`src/rtl/audclk_pkg.sv`:
```
// Package: shared constants and the divider-code decode for the audio clock divider.
// Assumes a 4-bit code; reserved codes decode to a ratio of 0.
package audclk_pkg;
    localparam int CODE_W = 4;

    // Decode a divider code into its ratio; 0 marks a reserved code.
    function automatic int unsigned code_ratio(input logic [CODE_W-1:0] c);
        if (c < 4'd8)
            return 32'd1 << c;
        else if (c <= 4'd12)
            return 32'd6 << (c - 4'd8);
        else
            return 32'd0;
    endfunction
endpackage

```
`src/rtl/audclk_src_pick.sv`:
```
// Module: selects which master clock edge strobe drives the divider.
// Assumes both strobes are already in the block clock domain.
module audclk_src_pick (
    input  logic sel,
    input  logic edge_a,
    input  logic edge_b,
    output logic tick
);
    // Pick source A when sel is 1, source B otherwise.
    always_comb tick = sel ? edge_a : edge_b;
endmodule

```
`src/rtl/audclk_edge_div.sv`:
```
// Module: divides source edge strobes into the raw bit clock.
// Toggles the bit clock after every 'ratio' strobes and reports each falling edge.
// Assumes ratio >= 1 whenever run is high.
module audclk_edge_div #(
    parameter int RW = 8
) (
    input  logic          clk,
    input  logic          rst_n,
    input  logic          run,
    input  logic          tick,
    input  logic [RW-1:0] ratio,
    output logic          bck_raw,
    output logic          fall_now,
    output logic          strobe
);
    logic [RW-1:0] cnt_q;
    logic          hit;

    // Terminal count of the current half period.
    always_comb hit = (cnt_q == ratio - RW'(1));
    // Falling edge happens on this tick.
    always_comb fall_now = tick & hit & bck_raw;

    // Half-period counter, bit clock phase and strobe register.
    always_ff @(posedge clk) begin
        if (!rst_n || !run) begin
            cnt_q   <= '0;
            bck_raw <= 1'b0;
            strobe  <= 1'b0;
        end else begin
            strobe <= fall_now;
            if (tick) begin
                if (hit) begin
                    cnt_q   <= '0;
                    bck_raw <= ~bck_raw;
                end else begin
                    cnt_q <= cnt_q + RW'(1);
                end
            end
        end
    end
endmodule

```
`src/rtl/audclk_frame_cnt.sv`:
```
// Module: counts bit periods within a frame and forms the raw word-select clock.
// First slot drives word-select low, second slot high; wraps at the frame end.
module audclk_frame_cnt #(
    parameter int SLOT_BITS = 32,
    parameter int CHANNELS  = 2
) (
    input  logic clk,
    input  logic rst_n,
    input  logic run,
    input  logic advance,
    output logic ws_raw,
    output logic wrap_now
);
    localparam int FRAME_BITS = SLOT_BITS * CHANNELS;
    localparam int FW         = $clog2(FRAME_BITS);

    logic [FW-1:0] bit_q;

    // Last bit of the frame ends on this advance.
    always_comb wrap_now = advance & (bit_q == FW'(FRAME_BITS - 1));
    // Word select is high in the second slot.
    always_comb ws_raw = (bit_q >= FW'(SLOT_BITS));

    // Bit-period counter within the frame.
    always_ff @(posedge clk) begin
        if (!rst_n || !run)
            bit_q <= '0;
        else if (wrap_now)
            bit_q <= '0;
        else if (advance)
            bit_q <= bit_q + FW'(1);
    end
endmodule

```
`src/rtl/audclk_div.sv`:
```
// Module: top of the audio bit clock divider.
// Holds the captured master enable and the divider code in effect, gates the
// run condition and applies output polarity. Assumes master strobes arrive in clk domain.
module audclk_div #(
    parameter int MAX_RATIO = 128,
    parameter int SLOT_BITS = 32,
    parameter int CHANNELS  = 2
) (
    input  logic                       clk,
    input  logic                       rst_n,
    input  logic                       src_a_edge,
    input  logic                       src_b_edge,
    input  logic                       src_sel,
    input  logic [audclk_pkg::CODE_W-1:0] div_code,
    input  logic                       master_en,
    input  logic                       clk_en,
    input  logic                       xfer_en,
    input  logic                       keep_frame,
    input  logic                       bck_inv,
    input  logic                       ws_inv,
    output logic                       bck,
    output logic                       ws,
    output logic                       bit_strobe,
    output logic                       code_err
);
    localparam int RW = $clog2(MAX_RATIO + 1);

    logic                          master_q;
    logic [audclk_pkg::CODE_W-1:0] cur_code;
    logic [RW-1:0]                 ratio;
    logic                          code_ok;
    logic                          run;
    logic                          tick;
    logic                          bck_raw;
    logic                          fall_now;
    logic                          ws_raw;
    logic                          frame_wrap;

    // Decode the code in effect.
    always_comb begin
        ratio   = RW'(audclk_pkg::code_ratio(cur_code));
        code_ok = (audclk_pkg::code_ratio(cur_code) != 0);
    end

    // Clocks run only when enabled, in use and with a valid ratio.
    always_comb run = master_q & clk_en & (xfer_en | keep_frame) & code_ok;

    // Capture master enable only while the audio clock enable is low.
    always_ff @(posedge clk) begin
        if (!rst_n)
            master_q <= 1'b0;
        else if (!clk_en)
            master_q <= master_en;
    end

    // Load a new divider code while stopped or at a frame boundary.
    always_ff @(posedge clk) begin
        if (!rst_n)
            cur_code <= '0;
        else if (!run || frame_wrap)
            cur_code <= div_code;
    end

    audclk_src_pick u_pick (
        .sel    (src_sel),
        .edge_a (src_a_edge),
        .edge_b (src_b_edge),
        .tick   (tick)
    );

    audclk_edge_div #(.RW(RW)) u_div (
        .clk      (clk),
        .rst_n    (rst_n),
        .run      (run),
        .tick     (tick),
        .ratio    (ratio),
        .bck_raw  (bck_raw),
        .fall_now (fall_now),
        .strobe   (bit_strobe)
    );

    audclk_frame_cnt #(.SLOT_BITS(SLOT_BITS), .CHANNELS(CHANNELS)) u_frame (
        .clk      (clk),
        .rst_n    (rst_n),
        .run      (run),
        .advance  (fall_now),
        .ws_raw   (ws_raw),
        .wrap_now (frame_wrap)
    );

    // Apply polarity and report an invalid code.
    always_comb begin
        bck      = bck_raw ^ bck_inv;
        ws       = ws_raw ^ ws_inv;
        code_err = ~code_ok;
    end
endmodule

```
`config.mk`:
```
export PLATFORM = sky130hd
export DESIGN_NAME = audclk_div
export DESIGN_NICKNAME = d
export VERILOG_FILES = /design/src/rtl/audclk_pkg.sv /design/src/rtl/audclk_src_pick.sv /design/src/rtl/audclk_edge_div.sv /design/src/rtl/audclk_frame_cnt.sv /design/src/rtl/audclk_div.sv
export SDC_FILE = /design/constraint.sdc
export NUM_CORES = 1
export LEC_CHECK = 0
export ABC_AREA = 0
export BUFFER_PORTS_ARGS = -buffer_cell sky130_fd_sc_hd__buf_2
export CAP_MARGIN = 25
export CORE_UTILIZATION = 53
export CTS_CLUSTER_DIAMETER = 100
export DETAILED_ROUTE_END_ITERATION = 10
export PLACE_DENSITY = 0.81
export SLEW_MARGIN = 30
export SYNTH_ARGS = -nofsm -noshare
export SYNTH_HDL_FRONTEND = slang
export SYNTH_SLANG_ARGS = --single-unit
export TNS_END_PERCENT = 1
```
`constraint.sdc`:
```
create_clock -name clk -period 4.8 [get_ports clk]
set_input_delay 0.72 -clock clk [delete_from_list [all_inputs] [get_ports clk]]
set_output_delay 0.72 -clock clk [all_outputs]
set_load 0.01 [all_outputs]
```
==> impl_results.md, run 1 <==
* Status: finished clean
* Number of distinct library cells after synthesis at 49
* Hold Path Depth at 2
* Root Driver: clkbuf_4
* Area grow syn2layout at 6.81%
* Routed WL at 3.19 mm
* Mapped Nets at 227
* Full die area at 3270 µm²
* Slew Limit Fails at 0
* Die Wd at 57.2 µm
* Leakage at 0.620 nW
* Routed wire per std cell at 12.9 µm
* Post-route ant nets at 0
* Period utilization at 75.2%
* Fmax achieved at 277 MHz
* Max FO, Critical Path at 22
* Vias in the first global route at 1353
* Post-CTS Setup Bufs at 0
* Largest net degree at the start of global routing at 23
* Most frequent cells in the layout: nand2_1 (28), dfxtp_1 (21), buf_2 (18)
* Final min period at 3.61 ns
* Post-placement cell area at 1700 µm²
* Port Buffer Count at 18
* Maxcap violations at 0
* Final #Nets at 241
* Antenna violations before repair at 0
* Switching power at 109 µW
* Worst slew margin at 41.9%
* First-pass GRT wire length at 5.81 mm
* Total power draw at 355 µW
* Pwr dens at 206 nW/µm²
* Register area at 420 µm²
* Hpwl dp at 2.40 mm
* Critical path data arrival time at 3.84 ns
* Commonest non-fill, non-tap cell in the layout: nand2_1
* Yosys reg bits at 21
* Mapped Area at 1620 µm²
* Post-Layout Inst Area at 1730 µm²
* Core box area at 2830 µm²
* R2R setup slack at 1.19 ns
* Initial DRT Pass Iterations at 4
* CP Capture Type: flop
* Io pins at 19
* Crit path kind: flop to flop
* Pint at 246 µW
* Comb pwr share at 23.3%
* Clock Pin Slew Worst Setup and Hold Paths at 0.14 ns
* DR DRC count at 0
* Multi-input combinational cell area at 1110 µm²
* Final setup TNS at 0 ns
* GRT Overall Usage at 21.9%
* Number of diodes at 0
* Setup ws final at 1.19 ns
* Clock power share at 25.0%
* Share of cells above drive strength 1 at 15.3%
* Yosys warnings at 0
* CP required at 5.03 ns
* Unrepaired setup endpoints after global routing: no
* Sw Share at 30.6%
* Clk_skew at 0.0226 ns
* Grt ovf at 0
* Dpl ws at 1.24 ns
* Hold Crit Class: flop to flop
* Worst hold slack at 0.511 ns
* Via Count at 1489
* DR vias/cell at 6.03
* Register area share after synthesis at 26.0%
* Reg2Reg Capture Point: u_frame.bit_q[4]
* Number of clock sinks at 21
* Syn_area_per_cell at 7.96 µm²
* Worst Max-Slew Pin Slew at 0.872 ns
* Setup violations, final at 0
* Height of the die at 57.2 µm
* FP Rows at 19
* Post-cts resize count at 0
* Syn Inst Count at 203
* Part of the power in registers at 51.7%
* Hold Startpoint: u_div.bck_raw
* TritonCTS clock tree: yes
* Final Hold Viols at 0
* Origin of the worst setup path: cur_code[1]
* Hold-fix buffers at CTS at 0
* Final Wtd Congestion at 0.855
* H-tree depth at 1
* Starting Density at 57.1%
* Fillers at 255
* Critical path launch point type: flop
* Reg2Reg Launch Point: cur_code[1]
* Bufs on Longest Clock Path at 2
* Worst r2r path cells at 11
* IR drop worst, VDD at 0.000170 V
* DR iter-0 viols at 28
* Hold endpoint: u_div.bck_raw
* Worst-skew pair later-pin latency at 0.32 ns
* Cts bufs inserted at 3
## registers in the layout, indices dropped and copies added, names as in the netlist
register and count:
cur_code 4, u_div.strobe 1, u_frame.bit_q 6, master_q 1
u_div.bck_raw 1, u_div.cnt_q 8
## worst max-delay path by stage
stage,end,slack (ns),depth (start not counted)
floorplan,cur_code[0],1.88,13
global placement,u_frame.bit_q[4],1.36,11
detailed placement,u_frame.bit_q[4],1.24,11
CTS,u_frame.bit_q[4],1.22,11
global route,u_frame.bit_q[4],0.96,11
finish,u_frame.bit_q[4],1.19,11
## power by group through the flow
stage                     Sequential [mW]  Clock, mW  Combinational, mW
final                               0.183     0.0886             0.0828
after global routing                0.185     0.0974             0.0940
after CTS                           0.184     0.0910             0.0828
after detailed placement            0.188          0             0.0823
after global placement              0.187          0             0.0814
after floorplan                     0.183          0             0.0684
## through the flow
stage | cells | utilization [%]
global route | 247 | 61.0
global placement | 243 | 60.1
detailed placement | 243 | 60.1
finish | 247 | 61.0
CTS | 247 | 61.0
floorplan | 203 | -
## Yosys cell counts (all sizes together)
library cell   n  area [µm²]
a2111oi        2        17.5
a211o          1        8.76
a21bo          1        10.0
a21o           2        15.0
a21oi         12        60.1
a22o           1        8.76
a31oi          5        46.3
and2           3        18.8
and3           1        6.26
and4b          3        33.8
buf            4        31.3
clkbuf         6        22.5
dfxtp         21         420
ha             9         113
inv            8        30.0
mux2           1        11.3
mux2i          8        80.1
nand2         28         105
nand2b         4        25.0
nand3         17        85.1
nor2           9        33.8
nor2b          3        18.8
nor3           3        15.0
nor3b          1        7.51
nor4           2        12.5
o2111ai        2        23.8
o211ai         5        42.5
o21a           1        7.51
o21ai          9        45.0
o22ai          1        6.26
o2bb2ai        1        8.76
o31a           1        17.5
o31ai          4        30.0
o41ai          1        8.76
or2            3        18.8
or3            2        12.5
or4            4        30.0
or4b           2        23.8
xnor2          8        70.1
xor2           4        35.0
## final cells by class
class	instances	share of cell area, %
inverters	8	1.74
well taps	31	2.25
flip-flops and latches	21	24.3
multi-input cells	164	64.4
repair buffers	19	5.65
clock buffers	3	1.30
clock inverters	1	0.290
## logic make-up after synthesis
logic type	after synthesis	synth area share, %
simple gates	85	27.6
compound gates	49	22.1
flops	21	26.0
buf+inv	18	5.19
xor+xnor	12	6.50
mux	9	5.65
fa+ha+maj	9	6.97
## worst max-delay path, cell delays in order, from the launching register on
cell	delay, ns
dfxtp_1	0.39
inv_1	0.11
ha_1	0.31
inv_1	0.10
or3_1	0.38
ha_1	0.27
and2_1	0.18
or3_1	0.35
a21oi_1	0.16
o2111ai_2	0.46
or4_1	0.67
a21oi_1	0.15
## routing by layer
metal	global-route usage (%)	vias up	wire, µm
li1	-	760	-
met1	30.0	687	1560
met2	37.1	40	1500
met3	3.40	2	119
met4	3.83	0	5
met5	0	-	0
(Power assumes the default switching activity.)
==> inputs of run 2 (changes only) <==
==> constraint.sdc (replaced) <==
create_clock -name clk -period 3.4 [get_ports clk]
set_input_delay 0.51 -clock clk [delete_from_list [all_inputs] [get_ports clk]]
set_output_delay 0.51 -clock clk [all_outputs]
set_load 0.01 [all_outputs]
==> run 2 against run 1 <==
Compared with the run above:
- total power is 44% higher
- cell area is 3.9% higher
- non-clock buffer count is 7 higher
- maximum frequency is 15% higher
- global-route usage is 0.75 points lower
- combinational power is 57% higher
- register-to-register slack worse by 0.93 ns
- sequential power is 40% higher
- hold slack worse by 0.079 ns
- largest cell class unchanged
==> impl_results.md, run 2 (synthesis gave the netlist of run 1 again) <==
* Critical-path top delay cell: or3_1
* Share of cells above drive strength 1 at 18.8% (+3.6 points)
* Max FO, Critical Path at 8 (-64%)
* Worst r2r path cells at 14 (+3)
* Total power draw at 512 µW (+44%)
* Io pins at 19 (unchanged)
* Grt ovf at 0 (unchanged)
* Setup violations, final at 0 (unchanged)
* Worst hold slack at 0.433 ns (-0.0786 ns)
* Critical Path Max Stage Delay at 0.37 ns (-0.30 ns)
* Root Driver: clkbuf_4
* Hold Path Depth at 3 (+1)
* Max reg flops at 8 (unchanged)
* Number of diodes at 0 (unchanged)
* Fillers at 257 (+0.78%)
* Clock power share at 24.4% (-0.6 points)
* Final setup TNS at 0 ns (unchanged)
* Worst-skew pair later-pin latency at 0.31 ns (about the same)
* Period utilization at 92.3% (+17 points)
* Critical path launch point type: flop
* Worst slew margin at 70.0% (+28 points)
* Number of clock sinks at 21 (unchanged)
* Core box area at 2830 µm² (unchanged)
* R2R setup slack at 0.26 ns (-0.93 ns)
* Multi-input combinational cell area at 1130 µm² (+1.6%)
* Post-route ant nets at 0 (unchanged)
* TritonCTS clock tree: yes
* Commonest non-fill, non-tap cell in the layout: nand2_1
* Cells after DPL at 247 (+1.6%)
* Register area at 420 µm² (unchanged)
* Post-placement cell area at 1730 µm² (+1.8%)
* DR vias/cell at 6.02 (-0.21%)
* First-pass GRT wire length at 5.61 mm (-3.4%)
* Switching power at 159 µW (+46%)
* Area grow syn2layout at 11.0%
* Maxcap violations at 0 (unchanged)
* Top Registers: u_div.cnt_q (8), u_frame.bit_q (6), cur_code (4)
* Final Hold Viols at 0 (unchanged)
* Post-Layout Inst Area at 1790 µm² (+3.9%)
* CP Capture Type: flop
* DR iter-0 viols at 42 (+50%)
* FP Rows at 19 (unchanged)
* Hold Crit Class: input port to flop
* Bufs on Longest Clock Path at 2 (unchanged)
* Part of the power in registers at 50.1% (-1.6 points)
* Initial DRT Pass Iterations at 4 (unchanged)
* Clock Pin Slew Worst Setup and Hold Paths at 0.13 ns (about the same)
* Crit-path cells: inv_1 -> ha_2 -> inv_1 -> or3_1 -> ha_1 -> and2_1 -> or3_1 -> a21oi_2 -> o2111ai_4 -> buf_2 -> buf_4 -> buf_4 -> nand3_1 -> a31oi_1
* Routed wire per std cell at 13.4 µm (+3.6%)
* H-tree depth at 1 (unchanged)
* Full die area at 3270 µm² (unchanged)
* Most frequent cells in the layout: nand2_1 (28), dfxtp_1 (21), buf_2 (19)
* CP required at 3.62 ns (-1.41 ns)
* Die Wd at 57.2 µm (unchanged)
* Sw Share at 31.1% (+0.44 points)
* Status: finished clean
* GRT Overall Usage at 21.2% (-0.75 points)
* Final min period at 3.14 ns (-0.473 ns)
* Antenna violations before repair at 0 (unchanged)
* Port Buffer Count at 18 (unchanged)
* Crit path kind: flop to flop
* Starting Density at 57.1% (unchanged)
* Pint at 353 µW (+43%)
* IR drop worst, VDD at 0.000204 V (+20%)
* Hold-fix buffers at CTS at 0 (unchanged)
* Routed WL at 3.40 mm (+6.5%)
* Leakage at 0.649 nW (+4.7%)
* Hpwl dp at 2.49 mm (+3.9%)
* Clk_skew at 0.0132 ns (-0.00946 ns)
* Via Count at 1528 (+2.6%)
* Worst Max-Slew Pin Slew at 0.449 ns (-0.423 ns)
* Final #Nets at 248 (+2.9%)
* DR DRC count at 0 (unchanged)
* Fmax achieved at 319 MHz (+15%)
* Largest net degree at the start of global routing at 17 (-26%)
* Vias in the first global route at 1322 (-2.3%)
* Slew Limit Fails at 0 (unchanged)
* Comb pwr share at 25.4% (+2.1 points)
* Height of the die at 57.2 µm (unchanged)
* Cts bufs inserted at 3 (unchanged)
* Pwr dens at 285 nW/µm² (+39%)
* Critical path data arrival time at 3.36 ns (-0.48 ns)
* Final Instance Count excl. Fillers at 254 (+2.8%)
* Final Wtd Congestion at 0.920 (+7.6%)
* Register name with the most flops: u_div.cnt_q
* Unrepaired setup endpoints after global routing: no
-- run 2: cell count changes in the layout (fill, tap and decap cells not counted) --
cell       change
a21oi_2        +1
o2111ai_2      -1
a21oi_1        -1
buf_4          +6
buf_2          +1
o2111ai_4      +1
ha_2           +1
ha_1           -1
-- run 2: critical path: cells and delay by family, from the launching register on --
kind / cells / cell delay (ns)
AOI/OAI and AO/OA: 3 / 0.46
adders and majority gates: 2 / 0.52
buffers and inverters: 5 / 0.71
DFF: 1 / 0.36
and+or+nand+nor: 4 / 0.99
-- run 2: final timing paths --
kind | from | end
setup / recovery | cur_code[0] | u_div.cnt_q[3]
hold / removal | div_code[3] | cur_code[3]
setup reg to reg | cur_code[0] | u_div.cnt_q[3]
hold reg to reg | u_div.bck_raw | u_div.bck_raw
-- run 2: area by class of cell --
| cell class | count | share of cell area, % |
|---|---|---|
| multi-input combinational | 164 | 63.0 |
| sequential | 21 | 23.4 |
| timing repair buffer | 26 | 8.23 |
| tap | 31 | 2.16 |
| inverter | 8 | 1.67 |
| clock buffer | 3 | 1.26 |
| clock inverter | 1 | 0.279 |
-- run 2: through the flow --
step,utilization [%],worst slack [ns]
floorplan,-,0.483
global placement,61.1,0.181
detailed placement,61.1,0.0586
CTS,62.1,0.0174
global route,63.4,0.0327
finish,63.4,0.262
-- run 2: per-layer routing --
metal  global-route usage, %  wire length (µm)
met1                    26.9              1570
met5                       0                 0
met3                    4.76               124
met2                    38.0              1700
met4                    2.09                 9
-- run 2: power groups by stage --
stage               registers [mW]  logic [mW]  clock network [mW]
finish                       0.257       0.130               0.125
global placement             0.262       0.120                   0
global route                 0.258       0.143               0.140
floorplan                    0.258      0.0966                   0
CTS                          0.257       0.124               0.130
detailed placement           0.262       0.123                   0
-- run 2: timing repair --
| item | in CTS | in global routing |
|---|---|---|
| setup endpoints to repair | 0 | 11 |
| resized for setup | 0 | 3 |
| buffers inserted | 0 | 3 |
| hold endpoints to repair | 0 | 0 |
==> inputs of run 3 (changes only) <==
--- a/config.mk
+++ b/config.mk
@@ -6,13 +6,13 @@
 export NUM_CORES = 1
 export LEC_CHECK = 0
 export ABC_AREA = 0
-export BUFFER_PORTS_ARGS = -buffer_cell sky130_fd_sc_hd__buf_2
+export BUFFER_PORTS_ARGS = -buffer_cell sky130_fd_sc_hd__buf_4
 export CAP_MARGIN = 25
 export CORE_UTILIZATION = 53
 export CTS_CLUSTER_DIAMETER = 100
 export DETAILED_ROUTE_END_ITERATION = 10
 export PLACE_DENSITY = 0.81
-export SLEW_MARGIN = 30
+export SLEW_MARGIN = 0
 export SYNTH_ARGS = -nofsm -noshare
 export SYNTH_HDL_FRONTEND = slang
 export SYNTH_SLANG_ARGS = --single-unit
==> constraint.sdc (replaced) <==
create_clock -name clk -period 3 [get_ports clk]
set_input_delay 0.45 -clock clk [delete_from_list [all_inputs] [get_ports clk]]
set_output_delay 0.45 -clock clk [all_outputs]
set_load 0.01 [all_outputs]
==> run 3 against run 2 <==
Compared with the run above:
- combinational power increased by 44%
- global-route usage rose by 1.8 points
- clock-buffer cell count up 1
- non-clock buffer count increased by 7
- sequential cell count unchanged
- die area stayed put
- highest routed layer unchanged
- register-to-register slack worse by 0.11 ns
- utilization up 5.2 points
- critical path depth fell by 2
- first-iteration DRC count rose by 57%
==> impl_results.md, run 3 (synthesis gave the netlist of run 1 again) <==
* Pint at 429 µW (+22%)
* Total power draw at 621 µW (+21%)
* Worst r2r path cells at 12 (-2)
* Io pins at 19 (unchanged)
* Port Buffer Count at 18 (unchanged)
* Pwr dens at 320 nW/µm² (+12%)
* Setup ws final at 0.148 ns (-0.114 ns)
* Post-route ant nets at 0 (unchanged)
* Register name with the most flops: u_div.cnt_q
* Final #Nets at 255 (+2.8%)
* Routed WL at 3.66 mm (+7.6%)
* Maxcap violations at 0 (unchanged)
* Cts bufs inserted at 3 (unchanged)
* Setup crit end: cur_code[0]
* Routed wire per std cell at 14.0 µm (+4.7%)
* R2R setup slack at 0.15 ns (-0.11 ns)
* Starting Density at 57.1% (unchanged)
* Final Wtd Congestion at 0.836 (-9.1%)
* Cells after DPL at 255 (+3.2%)
* Initial DRT Pass Iterations at 4 (unchanged)
* Switching power at 192 µW (+20%)
* GRT Overall Usage at 23.0% (+1.8 points)
* Die Wd at 57.2 µm (unchanged)
* Number of diodes at 0 (unchanged)
* Crit path kind: flop to flop
* Final Hold Viols at 0 (unchanged)
* Part of the power in registers at 46.6% (-3.5 points)
* Worst Max-Slew Pin Slew at 0.403 ns (-0.0467 ns)
* Reg2Reg Capture Point: cur_code[0]
* TritonCTS clock tree: yes
* First-pass GRT wire length at 5.89 mm (+4.9%)
* Hold Path Depth at 3 (unchanged)
* Max FO, Critical Path at 7 (-1)
* Fmax achieved at 351 MHz (+10%)
* Final min period at 2.85 ns (-0.286 ns)
* Number of clock sinks at 21 (unchanged)
* Share of cells above drive strength 1 at 23.5% (+4.6 points)
* Critical path launch point type: flop
* Hpwl dp at 2.70 mm (+8.6%)
* Core box area at 2830 µm² (unchanged)
* Clock power share at 23.3% (-1.1 points)
* Worst-skew pair later-pin latency at 0.31 ns (about the same)
* CP required at 3.21 ns (-0.41 ns)
* Period utilization at 95.1% (+2.8 points)
* Worst slew margin at 72.5% (+2.5 points)
* Sw Share at 30.9% (-0.19 points)
* Height of the die at 57.2 µm (unchanged)
* Largest net degree at the start of global routing at 16 (-1)
* Clock Pin Slew Worst Setup and Hold Paths at 0.12 ns (about the same)
* CP Capture Type: flop
* Max reg flops at 8 (unchanged)
* Full die area at 3270 µm² (unchanged)
* Setup violations, final at 0 (unchanged)
* Leakage at 0.704 nW (+8.5%)
* Post-placement cell area at 1830 µm² (+6.1%)
* Status: finished clean
* Root Driver: clkbuf_4
* Dpl ws at -0.0583 ns (-0.117 ns)
* Top Registers: u_div.cnt_q (8), u_frame.bit_q (6), cur_code (4)
* Area grow syn2layout at 20.0%
* Hold Crit Class: input port to flop
* H-tree depth at 1 (unchanged)
* Vias in the first global route at 1283 (-3.0%)
* Bufs on Longest Clock Path at 2 (unchanged)
* Unrepaired setup endpoints after global routing: no
* Slew Limit Fails at 0 (unchanged)
* Worst hold slack at 0.370 ns (-0.0624 ns)
* Commonest non-fill, non-tap cell in the layout: buf_4
* Via Count at 1546 (+1.2%)
* DR iter-0 viols at 66 (+57%)
* IR drop worst, VDD at 0.000244 V (+19%)
* Comb pwr share at 30.1% (+4.7 points)
* DR DRC count at 0 (unchanged)
* Reg2Reg Launch Point: cur_code[0]
* FP Rows at 19 (unchanged)
* Critical path data arrival time at 3.06 ns (-0.30 ns)
* Antenna violations before repair at 0 (unchanged)
* Grt ovf at 0 (unchanged)
* Final Instance Count excl. Fillers at 261 (+2.8%)
* Clk_skew at 0.00401 ns (-0.00916 ns)
* Origin of the worst setup path: cur_code[0]
* DR vias/cell at 5.92 (-1.5%)
* Post-Layout Inst Area at 1940 µm² (+8.2%)
* Most frequent cells in the layout: buf_4 (32), nand2_1 (28), dfxtp_1 (20)
-- run 3: critical path, cell delays in order, from the launching register on --
cell	delay (ns)
dfxtp_2	0.36
inv_2	0.07
ha_4	0.14
inv_1	0.05
or3_4	0.35
ha_4	0.18
and2_1	0.17
or3_4	0.39
a21oi_4	0.17
o2111ai_4	0.18
buf_6	0.18
o31a_4	0.37
mux2i_1	0.13
-- run 3: timing repair --
item,CTS,global route
resized for setup,3,14
endpoints found under the setup margin,6,13
pin swaps,0,3
setup buffers,0,2
hold buffers,0,0
-- run 3: through the flow --
step	util, %	setup TNS (ns)
2_1_floorplan	-	0
3_5_place_dp	64.8	-0.119
3_3_place_gp	64.8	0
4_1_cts	66.4	0
6_report	68.6	0
5_1_grt	68.6	0
-- run 3: layer usage --
layer	wire [µm]	up-vias	track usage, %
met5	0	-	0
met4	51	0	4.18
met3	188	7	4.76
met2	1780	48	39.0
met1	1640	705	30.6
li1	-	786	-
-- run 3: how the worst min path moves through the flow --
stage,end,from,slack [ns]
floorplan,u_frame.bit_q[4],u_frame.bit_q[4],0.45
global placement,u_frame.bit_q[4],u_frame.bit_q[4],0.47
detailed placement,u_frame.bit_q[4],u_frame.bit_q[4],0.48
CTS,cur_code[2],div_code[2],0.36
global route,cur_code[0],div_code[0],0.34
finish,cur_code[2],div_code[2],0.37
-- run 3: power by group through the flow --
stage                     clock network [mW]  logic (mW)  registers [mW]
after floorplan                            0       0.109           0.293
after global placement                     0       0.156           0.295
after detailed placement                   0       0.161           0.295
after CTS                              0.149       0.167           0.289
after global routing                   0.166       0.202           0.291
final                                  0.145       0.187           0.290
-- run 3: area by class of cell --
cell class                 instances  area [µm²]
timing repair buffer              33         251
inverter                           8        30.0
sequential                        21         422
multi-input combinational        164        1170
clock buffer                       4        26.3
tap                               31        38.8
fill                             229         888
